<file path="config.mk">
export PLATFORM = sky130hd
export DESIGN_NAME = pci_burst_wr_master
export DESIGN_NICKNAME = d
export VERILOG_FILES = /design/src/rtl/pci_burst_wr_master.sv
export SDC_FILE = /design/constraint.sdc
export NUM_CORES = 1
export LEC_CHECK = 0
export CORE_MARGIN = 2
export CORE_UTILIZATION = 25
export DETAILED_ROUTE_END_ITERATION = 6
export DONT_BUFFER_PORTS = 1
export HOLD_SLACK_MARGIN = 0.02
export PLACE_DENSITY = 0.4
export SYNTH_ARGS = -nofsm -noshare
export SYNTH_HDL_FRONTEND = slang
export SYNTH_SLANG_ARGS = --single-unit
</file>
<file path="constraint.sdc">
create_clock -name clk -period 2.3 [get_ports clk]
set_clock_uncertainty 0.2 [all_clocks]
set_input_delay 0.46 -clock clk [delete_from_list [all_inputs] [get_ports clk]]
set_output_delay 0.46 -clock clk [all_outputs]
set_load 0.01 [all_outputs]
</file>
<file path="src/rtl/pci_burst_wr_master.sv">
module pci_burst_wr_master #(
  parameter int CNT_W      = 8,
  parameter int ABORT_CLKS = 5
) (
  input  logic             clk,
  input  logic             rst_n,
  input  logic             start,
  input  logic [31:0]      start_addr,
  input  logic [CNT_W-1:0] start_count,
  output logic             busy,
  input  logic             wr_valid,
  output logic             wr_ready,
  input  logic [31:0]      wr_data,
  input  logic [3:0]       wr_be,
  output logic             done,
  output logic             aborted,
  output logic [CNT_W-1:0] words_done,
  output logic             mst_active,
  output logic             frame_n,
  output logic             irdy_n,
  output logic             ad_oe,
  output logic [31:0]      ad_o,
  output logic [3:0]       cbe_n_o,
  input  logic             trdy_n,
  input  logic             devsel_n,
  output logic             las_n,
  output logic             lds_n,
  output logic             blast_n
);
  localparam int TMO_W = $clog2(ABORT_CLKS + 1);
  localparam logic [3:0] CMD_MEM_WR = 4'b0111;

  typedef enum logic [1:0] {S_IDLE, S_ADDR, S_DATA, S_ABORT} st_t;

  st_t              st;
  logic [31:0]      addr_q, data_q;
  logic [3:0]       be_q;
  logic             have_q, seen_q, done_q, abort_q;
  logic [CNT_W-1:0] total_q, fetched_q, words_q;
  logic [TMO_W-1:0] tmo_q;

  logic in_data, last, xfer, timeout, need, take;

  assign in_data = (st == S_DATA);
  assign last    = (words_q + 1'b1 == total_q);
  assign xfer    = in_data && have_q && !trdy_n && !devsel_n;
  assign timeout = in_data && !seen_q && devsel_n && (tmo_q == TMO_W'(ABORT_CLKS - 1));
  assign need    = (fetched_q != total_q);
  assign wr_ready = ((st == S_ADDR) || (in_data && !timeout)) && (!have_q || xfer) && need;
  assign take    = wr_ready && wr_valid;

  assign mst_active = (st != S_IDLE);
  assign busy       = mst_active;
  assign ad_oe      = mst_active;
  assign frame_n    = !((st == S_ADDR) || (in_data && !(have_q && last)));
  assign irdy_n     = !((in_data && have_q) || (st == S_ABORT));
  assign ad_o       = (st == S_ADDR) ? addr_q : (st == S_IDLE) ? 32'h0 : data_q;
  assign cbe_n_o    = (st == S_ADDR) ? CMD_MEM_WR : (st == S_IDLE) ? 4'hF : ~be_q;
  assign las_n      = !(st == S_ADDR);
  assign lds_n      = !xfer;
  assign blast_n    = !(in_data && have_q && last);

  assign done       = done_q;
  assign aborted    = abort_q;
  assign words_done = words_q;

  always_ff @(posedge clk or negedge rst_n) begin
    if (!rst_n) begin
      st        <= S_IDLE;
      addr_q    <= '0;
      data_q    <= '0;
      be_q      <= '0;
      have_q    <= 1'b0;
      seen_q    <= 1'b0;
      done_q    <= 1'b0;
      abort_q   <= 1'b0;
      total_q   <= '0;
      fetched_q <= '0;
      words_q   <= '0;
      tmo_q     <= '0;
    end else begin
      done_q <= 1'b0;
      if (take) begin
        data_q    <= wr_data;
        be_q      <= wr_be;
        have_q    <= 1'b1;
        fetched_q <= fetched_q + 1'b1;
      end else if (xfer) begin
        have_q <= 1'b0;
      end
      case (st)
        S_IDLE: begin
          if (start && (start_count != '0)) begin
            st        <= S_ADDR;
            addr_q    <= start_addr;
            total_q   <= start_count;
            fetched_q <= '0;
            words_q   <= '0;
            have_q    <= 1'b0;
            seen_q    <= 1'b0;
            tmo_q     <= '0;
            abort_q   <= 1'b0;
          end
        end
        S_ADDR: st <= S_DATA;
        S_DATA: begin
          if (!devsel_n) seen_q <= 1'b1;
          else if (!seen_q) tmo_q <= tmo_q + 1'b1;
          if (timeout) st <= S_ABORT;
          if (xfer) begin
            words_q <= words_q + 1'b1;
            if (last) begin
              st     <= S_IDLE;
              done_q <= 1'b1;
            end
          end
        end
        S_ABORT: begin
          st      <= S_IDLE;
          done_q  <= 1'b1;
          abort_q <= 1'b1;
          have_q  <= 1'b0;
        end
        default: st <= S_IDLE;
      endcase
    end
  end
endmodule

</file>
==> results of run 1 <==
[power by group through the flow]
stage | clock (W) | combinational (W) | sequential (W)
2_1_floorplan | 0 | 0.00253 | 0.00290
3_3_place_gp | 0 | 0.00364 | 0.00302
4_1_cts | 0.00169 | 0.00485 | 0.00314
6_report | 0.00162 | 0.00494 | 0.00314
5_1_grt | 0.00175 | 0.00534 | 0.00325
3_5_place_dp | 0 | 0.00365 | 0.00304
[synthesized netlist by cell type (4+ instances only)]
library cell  number  area share, %
mux2_2            44             10
or2_2              4           0.51
a22o_1            38            6.8
nand3_1            9           0.92
inv_1              8           0.61
o21ai_0           23            2.3
dfrtp_1          101             51
a21oi_1           11            1.1
ha_1               8            2.0
buf_2             17            1.7
xor2_1             5           0.89
o21ai_1            4           0.41
or3_1              7           0.89
nand2_1          114            8.7
clkbuf_1           8           0.61
nor2_1             9           0.69
xnor2_1           13            2.3
[what timing repair did]
item | CTS | global route
pin swaps | 2 | 19
endpoints found under the hold margin | 134 | 101
buffers inserted | 9 | 7
gates cloned | 4 | 2
endpoints found under the setup margin | 72 | 87
resized for setup | 63 | 33
[per-stage QoR]
stage                     hold WS [ns]  setup slack [ns]
final                          -0.4036           -0.3583
after global routing           -0.4265           -0.4539
after CTS                      -0.4236           -0.3792
after detailed placement      -0.03298          -0.09436
after global placement        -0.03312           -0.1269
after floorplan               -0.03559           0.02438
[worst register-to-register path, stage by stage, from the launching register on]
cell and delay (ns):
dfrtp_2 0.43, buf_6 0.12, ha_4 0.14, or4bb_4 0.48, buf_4 0.15, nor4_1 0.34
buf_4 0.19, o311ai_0 0.10
[sequential cells by signal, indices dropped and copies added, names as in the netlist]
signal	count
tmo_q	3
fetched_q	8
total_q	8
be_q	4
seen_q	1
words_done	8
data_q	32
have_q	1
addr_q	32
done	1
st	2
aborted	1
[final timing paths]
path | startpoint | end | slack (ns) | cells after the start
worst max-delay path | words_done[0] | frame_n | -0.36 | 6
worst max register to register | st[1] | st[1] | 0.03 | 7
worst min register to register | addr_q[5] | addr_q[5] | 0.30 | 2
max in group asynchronous | rst_n | st[1] | 2.02 | 0
min in group clk | wr_data[18] | data_q[18] | 0.05 | 1
worst min-delay path | rst_n | words_done[2] | -0.40 | 0
[cell type report]
class	count	share of cell area (%)
multi-input cells	334	38.86
flip-flops and latches	101	36.37
repair buffers	104	14.89
well taps	265	4.759
clock buffers	10	3.287
clock inverters	6	1.078
inverters	9	0.6106
diodes	4	0.1437
[metal layers]
| metal | vias to the layer above | global-route usage, % | part of all wire (%) |
|---|---|---|---|
| met5 | - | 0 | 0 |
| met4 | 0 | 4.497 | 1.2 |
| met1 | 1917 | 18.62 | 44 |
| met3 | 13 | 4.636 | 6.2 |
| li1 | 1842 | - | - |
| met2 | 97 | 23.66 | 48 |
[cell families (layout without fill, tap and decap cells)]
| logic type | Yosys count | count (layout) | synth area share [%] |
|---|---|---|---|
| other | 0 | 4 | 0 |
| AO/OA/AOI/OAI | 96 | 97 | 14.34 |
| AND/OR/NAND/NOR | 166 | 166 | 15.10 |
| XOR/XNOR | 18 | 18 | 3.209 |
| buffers and inverters | 37 | 129 | 3.566 |
| multiplexers | 45 | 45 | 10.29 |
| flip-flops | 101 | 101 | 51.45 |
| adder cells (fa/ha/maj) | 8 | 8 | 2.038 |
==> results.sh, run 1 <==
export IMPL_outcome="finished with violations"
export IMPL_violations="negative hold slack, negative setup slack"
export IMPL_timing_final_crit_share_pct=115.6
export IMPL_setup_slack_ns=-0.3583
export IMPL_hold_violations=101
export IMPL_cpPeakStageDelay_ns=0.43
export IMPL_worstPathArrival_ns=2.00
export IMPL_num_nets_final=649
export IMPL_syn_to_final_growth_pct=41.82
export IMPL_drt_wl_total_um=15190
export IMPL_drc=0
export IMPL_p_leak_nw=3.055
export IMPL_slew_headroom_pct=71.79
export IMPL_critPathKind="flip-flop to primary output"
export IMPL_ys_seq_area_share_pct=51.45
export IMPL_worstPathRequired_ns=1.64
export IMPL_synth_edf_count=0
export IMPL_num_rows=51
export IMPL_comb_power_share_pct=50.9
export IMPL_clock_sinks=101
export IMPL_regArea_um2=2534
export IMPL_place_hpwl_um=9589
export IMPL_firstDrtPassIters=4
export IMPL_syn_cell_area_um2=4912
export IMPL_ir_worst_vdd_v=0.0004863
export IMPL_layout_common_cells="nand2_1, dfrtp_1, buf_4"
export IMPL_die_height_um=144.2
export IMPL_coreArea_um2=19400
export IMPL_critPathLaunchType="flip-flop"
export IMPL_maxSlewViolCount=0
export IMPL_pwr_share_clk_pct=16.7
export IMPL_clk_latency_ns=0.35
export IMPL_min_path_type="input pin to async pin"
export IMPL_cts_root_buffer="clkbuf_16"
export IMPL_post_place_cells=762
export IMPL_antenna_found_initial=1
export IMPL_synth_avg_cell_area_um2=10.43
export IMPL_track_usage_pct=14.59
export IMPL_period_needed_ns=2.658
export IMPL_cts_hold_buf=33
export IMPL_end_kind="primary output"
export IMPL_numPortBuffers=0
export IMPL_p_int_w=0.005949
export IMPL_grt_pass1_vias=4060
export IMPL_fmax_mhz=376.2
export IMPL_die_area_um2=20790
export IMPL_multi_input_area_um2=2708
export IMPL_switchingPower_w=0.003757
export IMPL_postPlaceCellArea_um2=5627
export IMPL_ys_seq_elements=101
export IMPL_cp_buffers_inverters=0
export IMPL_synth_distinct_cells=50
export IMPL_drt_iter0_drc=133
export IMPL_path_clk_slew_ns=0.08
export IMPL_ys_flop_type="dfrtp_1"
export IMPL_cp_top_family="compound AO/OA/AOI/OAI gates"
export IMPL_switching_share_pct=38.71
export IMPL_netlist_instances=471
export IMPL_syn_num_nets=561
export IMPL_htree_levels=3
export IMPL_n_fill_cell=1987
export IMPL_p_seq_share_pct=32.4
export IMPL_layoutNonFillerInstCount=833
export IMPL_grt_overflow=0
export IMPL_slowest_stage="dfrtp_2"
export IMPL_die_w_um=144.2
export IMPL_setup_violations=36
export IMPL_clockBufferDepth=2
export IMPL_final_cell_area_um2=6967
export IMPL_drive_above_1_share_pct=37.06
export IMPL_fin_setup_tns_ns=-3.680
export IMPL_holdWs_ns=-0.4036
export IMPL_drv_cap=0
export IMPL_cp_cell_sequence="ha_4 -> o21ba_4 -> a221oi_2 -> o2111ai_2 -> nor3_2 -> a31o_2"
export IMPL_worst_slew_pin_slew_ns=0.4222
export IMPL_fin_util_pct=35.91
export IMPL_initial_core_util_pct=25.32
export IMPL_rsz0062_at_grt="true"
export IMPL_yosysWarnings=0
export IMPL_async_flop_share_pct=100.0
export IMPL_total_power_w=0.009706
export IMPL_path_max_fanout=5
export IMPL_num_vias=3869
export IMPL_place_congestion=0.7983
export IMPL_tritoncts="yes"
export IMPL_grt_max_degree=102
export IMPL_layout_commonest_cell="nand2_1"
export IMPL_wl_per_cell_um=18.24
export IMPL_vias_per_cell=4.645
export IMPL_ant_nets=0
export IMPL_cellPowerDensity_nw_per_um2=1393
export IMPL_io_pins=137
export IMPL_grt_first_pass_wirelength_um=23070
export IMPL_cts_buffers=9
Note: power is estimated with default switching activity, not from simulation.
==> run 2: changes to the inputs <==
--- a/config.mk
+++ b/config.mk
@@ -5,12 +5,14 @@
 export SDC_FILE = /design/constraint.sdc
 export NUM_CORES = 1
 export LEC_CHECK = 0
+export CELL_PAD_IN_SITES_DETAIL_PLACEMENT = 1
+export CELL_PAD_IN_SITES_GLOBAL_PLACEMENT = 2
 export CORE_MARGIN = 2
 export CORE_UTILIZATION = 25
 export DETAILED_ROUTE_END_ITERATION = 6
 export DONT_BUFFER_PORTS = 1
 export HOLD_SLACK_MARGIN = 0.02
-export PLACE_DENSITY = 0.4
+export PLACE_DENSITY = 0.57
 export SYNTH_ARGS = -nofsm -noshare
 export SYNTH_HDL_FRONTEND = slang
 export SYNTH_SLANG_ARGS = --single-unit
==> run 2 against run 1 <==
- the flow still finishes with violations (negative hold slack, negative setup slack)
- non-clock buffer count is 16 higher
- die area unchanged
- fmax down 1.1%
- sequential share of layout area down 1.5 points
- flip-flop and latch count unchanged
- total power is 5.4% higher
- first-iteration DRC count decreased by 26%
- largest power group unchanged
==> results.sh, run 2 (synthesis gave the netlist of run 1 again) <==
export IMPL_outcome="finished with violations"
export IMPL_violations="negative hold slack, negative setup slack"
export IMPL_post_place_cells=761
export IMPL_n_antenna_cell=0
export IMPL_reg_largest_list="addr_q: 32 flops, data_q: 32 flops"
export IMPL_rsz0062_at_grt="true"
export IMPL_drive_above_1_share_pct=41.21
export IMPL_grt_pass1_vias=4356
export IMPL_firstDrtPassIters=4
export IMPL_grt_max_degree=102
export IMPL_p_int_w=0.006234
export IMPL_fmax_mhz=372.2
export IMPL_cts_root_buffer="clkbuf_16"
export IMPL_initial_core_util_pct=25.32
export IMPL_postPlaceCellArea_um2=5637
export IMPL_critPathKind="flip-flop to primary output"
export IMPL_place_hpwl_um=10390
export IMPL_ant_nets=0
export IMPL_syn_to_final_growth_pct=47.86
export IMPL_drt_wl_total_um=16700
export IMPL_drv_cap=0
export IMPL_ir_worst_vdd_v=0.0005895
export IMPL_drc=0
export IMPL_cpPeakStageDelay_ns=0.43
export IMPL_die_w_um=144.2
export IMPL_cts_buffers=9
export IMPL_track_usage_pct=15.64
export IMPL_worstPathArrival_ns=2.03
export IMPL_drt_iter0_drc=98
export IMPL_die_height_um=144.2
export IMPL_hold_violations=101
export IMPL_clk_latency_ns=0.35
export IMPL_grt_overflow=0
export IMPL_cellPowerDensity_nw_per_um2=1409
export IMPL_timing_final_crit_share_pct=116.8
export IMPL_htree_levels=3
export IMPL_die_area_um2=20790
export IMPL_p_seq_share_pct=30.8
export IMPL_comb_power_share_pct=53.9
export IMPL_worst_slew_pin_slew_ns=0.4941
export IMPL_clock_sinks=101
export IMPL_setup_violations=61
export IMPL_cp_cell_sequence="ha_4 -> o21ba_4 -> a221oi_2 -> o2111ai_2 -> nor3_2 -> a31o_2"
export IMPL_numPortBuffers=0
export IMPL_cts_hold_buf=29
export IMPL_clockBufferDepth=2
export IMPL_layoutNonFillerInstCount=845
export IMPL_wl_per_cell_um=19.76
export IMPL_n_fill_cell=2136
export IMPL_layout_common_cells="nand2_1, dfrtp_1, buf_4"
export IMPL_antenna_found_initial=0
export IMPL_slowest_stage="dfrtp_2"
export IMPL_path_clk_slew_ns=0.08
export IMPL_critPathLaunchType="flip-flop"
export IMPL_maxSlewViolCount=0
export IMPL_end_kind="primary output"
export IMPL_tritoncts="yes"
export IMPL_io_pins=137
export IMPL_switching_share_pct=39.09
export IMPL_p_leak_nw=3.229
export IMPL_holdWs_ns=-0.4057
export IMPL_setup_slack_ns=-0.3869
export IMPL_grt_first_pass_wirelength_um=24690
export IMPL_slew_headroom_pct=66.76
export IMPL_period_needed_ns=2.687
export IMPL_num_rows=51
export IMPL_pwr_share_clk_pct=15.3
export IMPL_cp_top_family="compound AO/OA/AOI/OAI gates"
export IMPL_place_ws_ns=-0.2574
export IMPL_num_nets_final=665
export IMPL_worstPathRequired_ns=1.64
export IMPL_final_cell_area_um2=7263
export IMPL_cp_buffers_inverters=0
export IMPL_path_max_fanout=5
export IMPL_switchingPower_w=0.004000
export IMPL_vias_per_cell=4.798
export IMPL_coreArea_um2=19400
export IMPL_layout_commonest_cell="nand2_1"
export IMPL_place_congestion=0.7474
export IMPL_min_path_type="input pin to async pin"
export IMPL_num_vias=4054
[run 2: final timing paths]
path                                      from             to  slack, ns  cells past startpoint
worst min-delay path                     rst_n  words_done[5]      -0.41                      0
worst max-delay path             words_done[1]        frame_n      -0.39                      6
min in group clk                start_addr[30]     addr_q[30]       0.03                      2
max in group asynchronous                rst_n     addr_q[23]       2.14                      0
worst min register to register      addr_q[30]     addr_q[30]       0.30                      2
worst max register to register           st[0]          st[1]      -0.09                      7
[run 2: final cells by class]
cell class | count | area (um2) | area share, %
Multi-Input combinational cell | 334 | 2765 | 38.07
Timing Repair Buffer | 120 | 1284 | 17.67
Inverter | 9 | 42.54 | 0.5857
Tap cell | 265 | 331.6 | 4.565
Sequential cell | 101 | 2535 | 34.90
Clock buffer | 9 | 225.2 | 3.101
Clock inverter | 7 | 80.08 | 1.102
[run 2: repair_timing]
action / 4_1_cts / 5_1_grt
endpoints found under the hold margin: 130 / 101
pin swaps: 7 / 18
buffers inserted: 13 / 20
gates resized for setup: 60 / 69
gates cloned: 4 / 5
setup endpoints to repair: 56 / 93
[run 2: metal layers]
metal	up-vias	global-route usage (%)	part of all wire [%]
met5	-	0	0
met4	0	4.957	1.4
met3	15	2.914	4.3
met2	100	26.12	50
met1	2057	20.58	44
li1	1882	-	-
[run 2: per-stage QoR]
| stage | utilization, % | power (W) | setup TNS [ns] |
|---|---|---|---|
| floorplan | - | 0.005429 | 0 |
| global placement | 29.06 | 0.006621 | -0.7560 |
| detailed placement | 29.06 | 0.006712 | -1.133 |
| CTS | 35.17 | 0.009693 | -6.368 |
| global route | 37.44 | 0.01087 | -10.59 |
| finish | 37.44 | 0.01023 | -5.441 |
[run 2: power groups by stage]
| stage | Sequential, W | Combinational [W] | Clock, W |
|---|---|---|---|
| 2_1_floorplan | 0.00290 | 0.00253 | 0 |
| 3_3_place_gp | 0.00302 | 0.00360 | 0 |
| 3_5_place_dp | 0.00305 | 0.00367 | 0 |
| 4_1_cts | 0.00314 | 0.00493 | 0.00162 |
| 5_1_grt | 0.00325 | 0.00594 | 0.00168 |
| 6_report | 0.00315 | 0.00552 | 0.00157 |
[run 2: worst reg2reg max path: cells and delay by family, from the launching register on]
| kind | cells | cell delay [ns] |
|---|---|---|
| flops | 1 | 0.42 |
| fa+ha+maj | 1 | 0.15 |
| buf+inv | 3 | 0.39 |
| compound gates | 1 | 0.10 |
| simple gates | 2 | 1.00 |
